## src/rtl/xlat_pkg.sv

```systemverilog
package xlat_pkg;

    localparam int VA_W      = 32;
    localparam int OFF_W     = 17;
    localparam int BYTE_W    = 11;
    localparam int BASE_W    = 27;
    localparam int FRAME_W   = VA_W - BYTE_W;
    localparam int SEG_KEY_W = VA_W - OFF_W;
    localparam int PG_KEY_W  = VA_W - BYTE_W;
    localparam int ALIGN_W   = VA_W - BASE_W;

    typedef enum logic [1:0] {
        XL_OK        = 2'd0,
        XL_SEG_MISS  = 2'd1,
        XL_PAGE_MISS = 2'd2,
        XL_BOUNDS    = 2'd3
    } xl_code_e;

    typedef struct packed {
        logic              paged;
        logic [BASE_W-1:0] base;
        logic [OFF_W-1:0]  limit;
    } seg_desc_t;

    typedef struct packed {
        logic [FRAME_W-1:0] frame;
    } page_desc_t;

    function automatic logic [SEG_KEY_W-1:0] seg_key(input logic [VA_W-1:0] va);
        return va[VA_W-1:OFF_W];
    endfunction

    function automatic logic [PG_KEY_W-1:0] page_key(input logic [VA_W-1:0] va);
        return va[VA_W-1:BYTE_W];
    endfunction

    function automatic logic [VA_W-1:0] contig_pa(input logic [BASE_W-1:0] base,
                                                  input logic [OFF_W-1:0]  off);
        return {base, {ALIGN_W{1'b0}}} + {{(VA_W-OFF_W){1'b0}}, off};
    endfunction

endpackage

```

## src/rtl/xlat_dm_cache.sv

```systemverilog
module xlat_dm_cache #(
    parameter int KEY_W  = 15,
    parameter int IDX_W  = 4,
    parameter int DATA_W = 8
) (
    input  logic              clk,
    input  logic              rst,
    input  logic              flush,
    input  logic              wr_en,
    input  logic [KEY_W-1:0]  wr_key,
    input  logic [DATA_W-1:0] wr_data,
    input  logic [KEY_W-1:0]  rd_key,
    output logic              rd_hit,
    output logic [DATA_W-1:0] rd_data
);
    localparam int ENTRIES = 1 << IDX_W;
    localparam int TAG_W   = KEY_W - IDX_W;

    logic [ENTRIES-1:0] vld_q;
    logic [TAG_W-1:0]   tag_q [ENTRIES];
    logic [DATA_W-1:0]  dat_q [ENTRIES];

    logic [IDX_W-1:0] wr_idx, rd_idx;
    logic [TAG_W-1:0] wr_tag, rd_tag;
    assign wr_idx = wr_key[IDX_W-1:0];
    assign wr_tag = wr_key[KEY_W-1:IDX_W];
    assign rd_idx = rd_key[IDX_W-1:0];
    assign rd_tag = rd_key[KEY_W-1:IDX_W];

    // Flush clears everything; a fill in the same cycle still lands.
    always_ff @(posedge clk) begin
        if (rst) begin
            vld_q <= '0;
        end else begin
            if (flush) vld_q <= '0;
            if (wr_en) vld_q[wr_idx] <= 1'b1;
        end
    end

    always_ff @(posedge clk) begin
        if (wr_en) begin
            tag_q[wr_idx] <= wr_tag;
            dat_q[wr_idx] <= wr_data;
        end
    end

    // Read sees the state as it will be after this cycle's flush and fill.
    logic             byp;
    logic             eff_v;
    logic [TAG_W-1:0] eff_tag;
    always_comb begin
        byp     = wr_en && (wr_idx == rd_idx);
        eff_v   = byp ? 1'b1 : (!flush && vld_q[rd_idx]);
        eff_tag = byp ? wr_tag : tag_q[rd_idx];
        rd_data = byp ? wr_data : dat_q[rd_idx];
        rd_hit  = eff_v && (eff_tag == rd_tag);
    end

    // a fill to the very key being read is visible in that cycle
    p_fill_bypass_r10: assert property (@(posedge clk) disable iff (rst)
        (wr_en && rd_key == wr_key) |-> (rd_hit && rd_data == wr_data));

    // after a flush with no fill since, nothing hits
    p_flush_empty_r9: assert property (@(posedge clk) disable iff (rst)
        ($past(flush) && !$past(wr_en) && !wr_en) |-> !rd_hit);

endmodule

```

## src/rtl/xlat_resolve.sv

```systemverilog
module xlat_resolve
    import xlat_pkg::*;
(
    input  logic [VA_W-1:0] va,
    input  logic            seg_hit,
    input  seg_desc_t       sd,
    input  logic            pg_hit,
    input  page_desc_t      pd,
    output logic            hit,
    output xl_code_e        code,
    output logic [VA_W-1:0] pa
);
    logic [OFF_W-1:0] off;
    assign off = va[OFF_W-1:0];

    always_comb begin
        code = XL_OK;
        pa   = '0;
        if (!seg_hit) begin
            code = XL_SEG_MISS;
        end else if (sd.paged) begin
            if (pg_hit) pa = {pd.frame, va[BYTE_W-1:0]};
            else        code = XL_PAGE_MISS;
        end else if (off > sd.limit) begin
            code = XL_BOUNDS;
        end else begin
            pa = contig_pa(sd.base, off);
        end
        hit = (code == XL_OK);
    end

endmodule

```

## src/rtl/seg_xlat_unit.sv

```systemverilog
module seg_xlat_unit
    import xlat_pkg::*;
#(
    parameter int SEG_IDX_W = 4,
    parameter int PG_IDX_W  = 4
) (
    input  logic        clk,
    input  logic        rst,
    input  logic        flush,
    input  logic        req_valid,
    input  logic [31:0] req_va,
    input  logic        fill_en,
    input  logic        fill_page,
    input  logic [31:0] fill_va,
    input  logic        fill_paged,
    input  logic [26:0] fill_base,
    input  logic [16:0] fill_limit,
    input  logic [20:0] fill_frame,
    output logic        rsp_valid,
    output logic        rsp_hit,
    output logic [1:0]  rsp_code,
    output logic [31:0] rsp_pa
);
    localparam int SD_W = $bits(seg_desc_t);
    localparam int PD_W = $bits(page_desc_t);

    seg_desc_t  fill_sd, rd_sd;
    page_desc_t fill_pd, rd_pd;
    logic [SD_W-1:0] sd_rd_bits;
    logic [PD_W-1:0] pd_rd_bits;
    logic seg_hit, pg_hit;

    always_comb begin
        fill_sd.paged = fill_paged;
        fill_sd.base  = fill_base;
        fill_sd.limit = fill_limit;
        fill_pd.frame = fill_frame;
    end
    assign rd_sd = sd_rd_bits;
    assign rd_pd = pd_rd_bits;

    xlat_dm_cache #(.KEY_W(SEG_KEY_W), .IDX_W(SEG_IDX_W), .DATA_W(SD_W)) u_seg_cache (
        .clk     (clk),
        .rst     (rst),
        .flush   (flush),
        .wr_en   (fill_en && !fill_page),
        .wr_key  (seg_key(fill_va)),
        .wr_data (fill_sd),
        .rd_key  (seg_key(req_va)),
        .rd_hit  (seg_hit),
        .rd_data (sd_rd_bits)
    );

    xlat_dm_cache #(.KEY_W(PG_KEY_W), .IDX_W(PG_IDX_W), .DATA_W(PD_W)) u_page_cache (
        .clk     (clk),
        .rst     (rst),
        .flush   (flush),
        .wr_en   (fill_en && fill_page),
        .wr_key  (page_key(fill_va)),
        .wr_data (fill_pd),
        .rd_key  (page_key(req_va)),
        .rd_hit  (pg_hit),
        .rd_data (pd_rd_bits)
    );

    logic            nx_hit;
    xl_code_e        nx_code;
    logic [VA_W-1:0] nx_pa;

    xlat_resolve u_resolve (
        .va      (req_va),
        .seg_hit (seg_hit),
        .sd      (rd_sd),
        .pg_hit  (pg_hit),
        .pd      (rd_pd),
        .hit     (nx_hit),
        .code    (nx_code),
        .pa      (nx_pa)
    );

    always_ff @(posedge clk) begin
        if (rst) begin
            rsp_valid <= 1'b0;
            rsp_hit   <= 1'b0;
            rsp_code  <= XL_OK;
            rsp_pa    <= '0;
        end else begin
            rsp_valid <= req_valid;
            rsp_hit   <= req_valid && nx_hit;
            if (req_valid) begin
                rsp_code <= nx_code;
                rsp_pa   <= nx_pa;
            end
        end
    end

    // one response per request, exactly one cycle later
    p_rsp_latency_r1: assert property (@(posedge clk) disable iff (rst)
        req_valid |=> rsp_valid);
    p_no_spurious_r1: assert property (@(posedge clk) disable iff (rst)
        !req_valid |=> !rsp_valid);

    // hit flag and code agree; failed lookups carry no address
    p_hit_code_r2: assert property (@(posedge clk) disable iff (rst)
        rsp_valid |-> (rsp_hit == (rsp_code == XL_OK)));
    p_miss_zero_r2: assert property (@(posedge clk) disable iff (rst)
        (rsp_valid && !rsp_hit) |-> (rsp_pa == '0));

    // a paged hit keeps the byte field of the request
    p_byte_pass_r7: assert property (@(posedge clk) disable iff (rst)
        (req_valid && seg_hit && rd_sd.paged && pg_hit)
            |=> (rsp_pa[BYTE_W-1:0] == $past(req_va[BYTE_W-1:0])));

endmodule

```

## config.mk

```make
export PLATFORM = sky130hd
export DESIGN_NAME = seg_xlat_unit
export DESIGN_NICKNAME = d
export VERILOG_FILES = /design/src/rtl/xlat_pkg.sv /design/src/rtl/xlat_dm_cache.sv /design/src/rtl/xlat_resolve.sv /design/src/rtl/seg_xlat_unit.sv
export SDC_FILE = /design/constraint.sdc
export NUM_CORES = 2
export LEC_CHECK = 0
export BUFFER_PORTS_ARGS = -buffer_cell sky130_fd_sc_hd__buf_2
export CAP_MARGIN = 10
export CORE_UTILIZATION = 55
export CTS_BUF_LIST = sky130_fd_sc_hd__clkbuf_8
export DETAILED_ROUTE_END_ITERATION = 12
export PLACE_DENSITY = 0.73
export SLEW_MARGIN = 15
export SYNTH_ARGS = -nofsm -noshare
export SYNTH_HDL_FRONTEND = slang
export SYNTH_SLANG_ARGS = --single-unit
```

## constraint.sdc

```tcl
create_clock -name clk -period 7.1 [get_ports clk]
set_clock_uncertainty 0.15 [all_clocks]
set_input_delay 0.355 -clock clk [delete_from_list [all_inputs] [get_ports clk]]
set_output_delay 0.355 -clock clk [all_outputs]
set_load 0.01 [all_outputs]
```

# After elaboration in Yosys (flattened, before gate mapping)
# Memory sizes are Yosys's and may differ from the RTL's.
# Index checks and enable logic that the tools add are counted.
[word_totals]
register_bits = 68
ramBits = 1504
inputBits = 136
out_inout_bits = 36
n_memories = 4
[memory_table]
columns = ["name", "depth", "width", "rd", "rd_ports_with_merged_regs", "wr", "line_no", "source"]
rows = [
  ["u_seg_cache.dat_q", 16, 45, 1, 0, 1, "xlat_dm_cache.sv:21", "logic [DATA_W-1:0] dat_q [ENTRIES];"],
  ["u_page_cache.dat_q", 16, 21, 1, 0, 1, "xlat_dm_cache.sv:21", ""],
  ["u_page_cache.tag_q", 16, 17, 1, 0, 1, "xlat_dm_cache.sv:20", "logic [TAG_W-1:0] tag_q [ENTRIES];"],
  ["u_seg_cache.tag_q", 16, 11, 1, 0, 1, "xlat_dm_cache.sv:20", ""],
]
[classes]
add_sub_neg = 1
magnitude_cmp = 7
eq_ne = 4
mux = 32
n_bitwise = 2
n_reduce_logical = 14
[op_table]
columns = ["op", "n"]
rows = [
  ["$mux W32", 4],
  ["$mux W16", 6],
  ["$mux W45", 1],
  ["$add A32 B17 Y32", 1],
  ["$or A16 B16 Y16", 2],
  ["$mux W21", 1],
  ["$lt A4 B5 Y1 const B", 4],
  ["$eq A17 B17 Y1", 1],
  ["$gt A17 B17 Y1", 1],
  ["$mux W17", 1],
  ["$eq A11 B11 Y1", 1],
  ["$logic_and A1 B1 Y1", 11],
  ["$mux W11", 1],
  ["$mux W1", 10],
  ["$bmux W1 S4", 2],
  ["$demux W1 S4", 2],
  ["$eq A4 B4 Y1", 2],
  ["$ge A4 B1 Y1 const B", 2],
  ["$mux W2", 4],
  ["$logic_not A1 Y1", 2],
  ["$logic_not A2 Y1", 1],
]

# Depth between registers and ports, before layout
[logic_depth]
depth_word = 10
ltp_mapped = 23
depth_no_buf = 16

# Modules after synthesis
# From an unflattened synthesis, not the netlist that was laid out.
[unflattened]
cells_unflattened = 2990
area_unflattened_um2 = 62799.0
[modules_own_cells]
columns = ["module", "instances", "cells_each", "area_per_inst_um2", "seq_area_each_um2"]
rows = [
  ["xlat_dm_cache at u_seg_cache", 1, 1488, 35342.6, 27226.1],
  ["xlat_dm_cache at u_page_cache", 1, 1145, 24551.0, 18577.8],
  ["xlat_resolve", 1, 241, 1602.8, 0.0],
  ["seg_xlat_unit", 1, 116, 1302.5, 720.7],
]

# Worst setup path before layout
# OpenSTA, ideal clock, no wires.
[synth_path]
kind = "input-to-reg"
startpoint = "in req_va[17]"
endpoint = "reg rsp_pa[19]"
setup_ns = 0.060
t_arrival_ns = 6.075
path_slack_ns = 0.815
cell_stages = 23
path_buffers = 8
cell_sequence = "buf_6 buf_6 buf_2 buf_2 buf_2 buf_2 buf_2 mux4_2 mux4_2 nand2_1 nand2_1 ha_1 fa_1 a21o_1 a21oi_1 o21bai_1 a2111oi_0 o31a_1 clkbuf_1 o21a_1 nor3_1 a2111oi_0 a221o_1"
[synth_between]
elab_chain_len = 7
[synth_rtl]
columns = ["item", "line_no", "source"]
rows = [
  ["start: declaration", "seg_xlat_unit.sv:11", "input logic [31:0] req_va,"],
  ["branches (longest 6 deep; another with $mem_v2 Z16 W45)", "--", ""],
  ["$mux W32 (*)", "xlat_resolve.sv:19", "if (!seg_hit) begin"],
  ["end signal: assignment", "seg_xlat_unit.sv:92", "rsp_pa <= nx_pa;"],
  ["end: declaration", "seg_xlat_unit.sv:22", "output logic [31:0] rsp_pa"],
]
# Every way passes the cells marked *. The select of a mux whose other input is x is not followed.
# A chain may end at the register's enable or synchronous reset.

# Worst setup path in the final report
[layout_path]
startpoint = "in fill_va[19]"
endpoint = "reg rsp_pa[3]"
[layout_between]
elab_chain_len = 7
[layout_rtl]
columns = ["item", "line_no", "source"]
rows = [
  ["start: declaration", "seg_xlat_unit.sv:14", "input logic [31:0] fill_va,"],
  ["$eq A4 B4 Y1", "xlat_dm_cache.sv:52", "byp = wr_en && (wr_idx == rd_idx);"],
  ["$logic_and A1 B1 Y1", "xlat_dm_cache.sv:52", ""],
  ["$mux W45", "xlat_dm_cache.sv:55", "rd_data = byp ? wr_data : dat_q[rd_idx];"],
  ["$gt A17 B17 Y1", "xlat_resolve.sv:24", "end else if (off > sd.limit) begin"],
  ["$mux W32", "xlat_resolve.sv:24", ""],
  ["$mux W32", "xlat_resolve.sv:21", "end else if (sd.paged) begin"],
  ["$mux W32 (*)", "xlat_resolve.sv:19", ""],
]
# Mark *: on every way between the ends. The rest lies on a longest branch, timed or not.

==> run metrics <==
synth warn=0; clock tree root driver cell=clkbuf_8; Min Hold Slack=between 100 and 150 ps; # rows=123; CTS tree=done; H-Tree Depth=4; CTS Buf Count=around 230; share of cells above drive strength 1=roughly 29%; critical path's slowest cell=dlygate4sd3_1; synthesized cell area=0.0623 sq mm; core footprint=0.112 sq mm; Final Hold Fails=0; GRT busiest layer=met2; status=complete, no violations; GR Util met1=a little over a third; setup violators final=0; die area=around 0.11 sq mm; Sink Count=between 1500 and 2000; Post-DP HPWL=roughly 84000 microns; ANT nets after route=0; Mean Syn Cell Area=21.1 sq um; drt wl/cell=approximately 30 microns; Fmax achieved=around 180 MHz; GRT Resource Usage Total=26.9%; GR Util met2=between 40% and 50%; CP cell instances=dlygate4sd3_1 -> buf_2 -> xor2_1 -> nor2_1 -> nand2_2 -> buf_4 -> mux2i_1 -> ha_1 -> nand4_1 -> or2_2 -> nor3_1 -> nand4_1 -> nand2_1 -> a31o_2 -> a21oi_1 -> a211oi_4 -> buf_4 -> a22o_1 -> dlygate4sd3_1; Period minus WS final=between 5000 and 6000 ps; Reg-to-Reg Start=u_seg_cache.dat_q[10][17]$_DFFE_PP_; #FFs+latches synth=1572; GR Layer Usage met3=between 7 and 8%; clock tree buffer depth=3; critical path type=in -> reg; Top delay family on crit path=buffers and inverters; Hold Crit Start=fill_page; cell count after placement=4527; syn_nets=3120; Ports=approximately 170; DRT Pass-1 Iters=5; post-synthesis async set-or-reset flop share=0%; vias in the first global route=between 30000 and 40000; First DRT Iteration DRCs=3731; Final #Nets=3550; placer congestion estimate=about 0.85; final WL=approximately 150000 microns; WP data required=~8000 ps; Worst Tran Pin Value=about 1100 ps; routed vias/inst=6.29; Seq/Total Area, Yosys=about three quarters; Pwr Density=roughly 260 mW/mm^2; Die W=339 microns; critical path startpoint category=input port; WP data arrival=~6300 ps; GR Overflow Total=0; global-route wire length before repair=~220000 microns; Final Worst Setup Slack=between 1000 and 1500 ps; initial core utilization=a little under three fifths; Worst-Skew Late Latency=between 900 and 1000 ps; RSZ-0062 raised after global routing=no; Post-Place Setup Slack=1430 ps; initial antenna violation count=12; Slew Viols, Final=0; Port Buffers=between 150 and 200; Post-Syn Instances=about 3000; VDD IR max=168 uV; Slew headroom=approximately a quarter; Synth Flop Type=edfxtp_1; post-route setup TNS=0 ps; Area Overhead vs Synth=13.7%; Critical Path End Type=flip-flop; CP Max Fanout=21; Worst Hold Class=in -> reg; Leak=around 24 nW; max-cap violations=0; Non-Filler Instances=5104; Buf+Inv Stages, Crit Path=5; Die Y=roughly 340 microns; largest net degree at the start of global routing=roughly 110; Post-synth EDFFs=1504; library cells used by synthesis=between 60 and 70; Final Cycle Share=roughly four fifths; Clock transition at path regs=about 60 ps; Crit. Startpoint=fill_va[19]; Worst path max stage delay=550 ps; postcts setup bufs=0; total number of vias=between 30000 and 40000; DRC viols=0
worst reg2reg max path: stages, from the launching register on:
cell and delay (ps):
edfxtp_1 370, mux4_2 470, mux4_2 480, nand2_1 80
nand2_1 80, ha_1 210, fa_1 440, a21o_1 200
a21oi_1 230, o21bai_1 120, a2111oi_0 440, buf_4 230
o31a_1 450, nor2_1 110, xnor2_1 150, a2111oi_0 500
a221o_1 180
report_power, final:
part	leakage [nW]	switching (W)	total, W	internal [W]
Sequential	14.1	0.0000254	0.0103	0.0103
Clock	2.67	0.00349	0.00711	0.00362
Combinational	6.80	0.000734	0.00125	0.000518
kinds of logic after synthesis:
group | count (synthesis) | share of synthesized area [%]
AO/OA/AOI/OAI | 201 | 2.19
buffers and inverters | 191 | 1.38
multiplexers | 543 | 17.7
adder cells (fa/ha/maj) | 30 | 0.615
flip-flops | 1572 | 74.7
AND/OR/NAND/NOR | 344 | 2.44
XOR/XNOR | 73 | 1.03
cell usage after synthesis, drive strengths merged (13+ instances only):
cell / number / area share [%]
dfxtp: 68 / 2.2
ha: 29 / 0.58
xor2: 30 / 0.42
mux2i: 79 / 1.3
inv: 37 / 0.22
nand2: 186 / 1.1
o22ai: 13 / 0.13
buf: 82 / 0.72
xnor2: 43 / 0.60
mux2: 21 / 0.38
clkbuf: 71 / 0.43
a21o: 13 / 0.16
a22o: 18 / 0.25
mux4: 443 / 16
nor2: 50 / 0.30
edfxtp: 1504 / 72
nor3: 15 / 0.12
o21ai: 32 / 0.26
a21oi: 60 / 0.48
nand3: 28 / 0.22
state kept, by name (all words and copies together) (netlist names):
register,cells
u_seg_cache.dat_q,720
u_page_cache.dat_q,336
u_page_cache.tag_q,272
u_seg_cache.tag_q,176
rsp_pa,32
u_page_cache.vld_q,16
u_seg_cache.vld_q,16
rsp_code,2
rsp_hit,1
rsp_valid,1
cell type report:
| class | count | area, sq um |
|---|---|---|
| Antenna cell | 8 | 20.0 |
| Clock buffer | 250 | 3440 |
| Clock inverter | 198 | 1180 |
| Fill cell | 7488 | 41500 |
| Inverter | 38 | 158 |
| Multi-Input combinational cell | 1191 | 15000 |
| Sequential cell | 1572 | 46500 |
| Tap cell | 1500 | 1880 |
| Timing Repair Buffer | 347 | 2630 |
path summary, 6_finish.rpt:
check	endpoint	cells after the start	slack (ps)
max	rsp_pa[3]$_SDFFE_PP0P_	19	1480
min	u_page_cache.vld_q[15]$_SDFF_PP0_	4	120
max reg2reg	rsp_pa[19]$_SDFFE_PP0P_	16	2130
min reg2reg	rsp_pa[27]$_SDFFE_PP0P_	2	310
metrics by stage:
step	power, W	util, %	area (sq um)
global placement	0.0116	57.9	65000
detailed placement	0.0117	57.9	65000
global route	0.0192	63.1	70800
CTS	0.0187	63.0	70800
finish	0.0187	63.1	70800
floorplan	0.0112	-	62300
layer usage:
| metal | wire, microns | vias up |
|---|---|---|
| met5 | 90 | - |
| met4 | 3830 | 12 |
| met3 | 16100 | 294 |
| met2 | 74900 | 1775 |
| met1 | 57500 | 16800 |
| li1 | - | 13200 |
what timing repair did:
action                                 in CTS  in global routing
endpoints found under the hold margin    1586                  0
gates resized for setup                     0                  0
hold buffers                              121                  0
cells in the final DEF, fill, tap and decap left out, types with 6 or more instances in the layout:
master and instances:
nand2_1 184, buf_12 6, nor2b_1 11, mux2_2 21, clkinv_2 44, o22ai_1 13, nor2_1 38, bufinv_16 9
inv_2 10, clkinv_1 63, nor2_4 11, buf_4 63, and2_1 7, and3_1 6, nand3_1 28, o21ai_0 32
inv_1 95, a32o_1 7, dlygate4sd3_1 121, nand4_1 11, xor2_1 30, buf_2 153, mux2i_1 78, clkinv_8 6
mux4_2 443, a21o_1 13, dfxtp_1 68, nor3_1 14, xnor2_1 43, edfxtp_1 1504, nand2b_1 8, ha_1 29
clkbuf_8 251, or3_1 6, a22o_1 18, diode_2 8, a21oi_1 60
No activity file was read; power rests on OpenSTA's default activity.
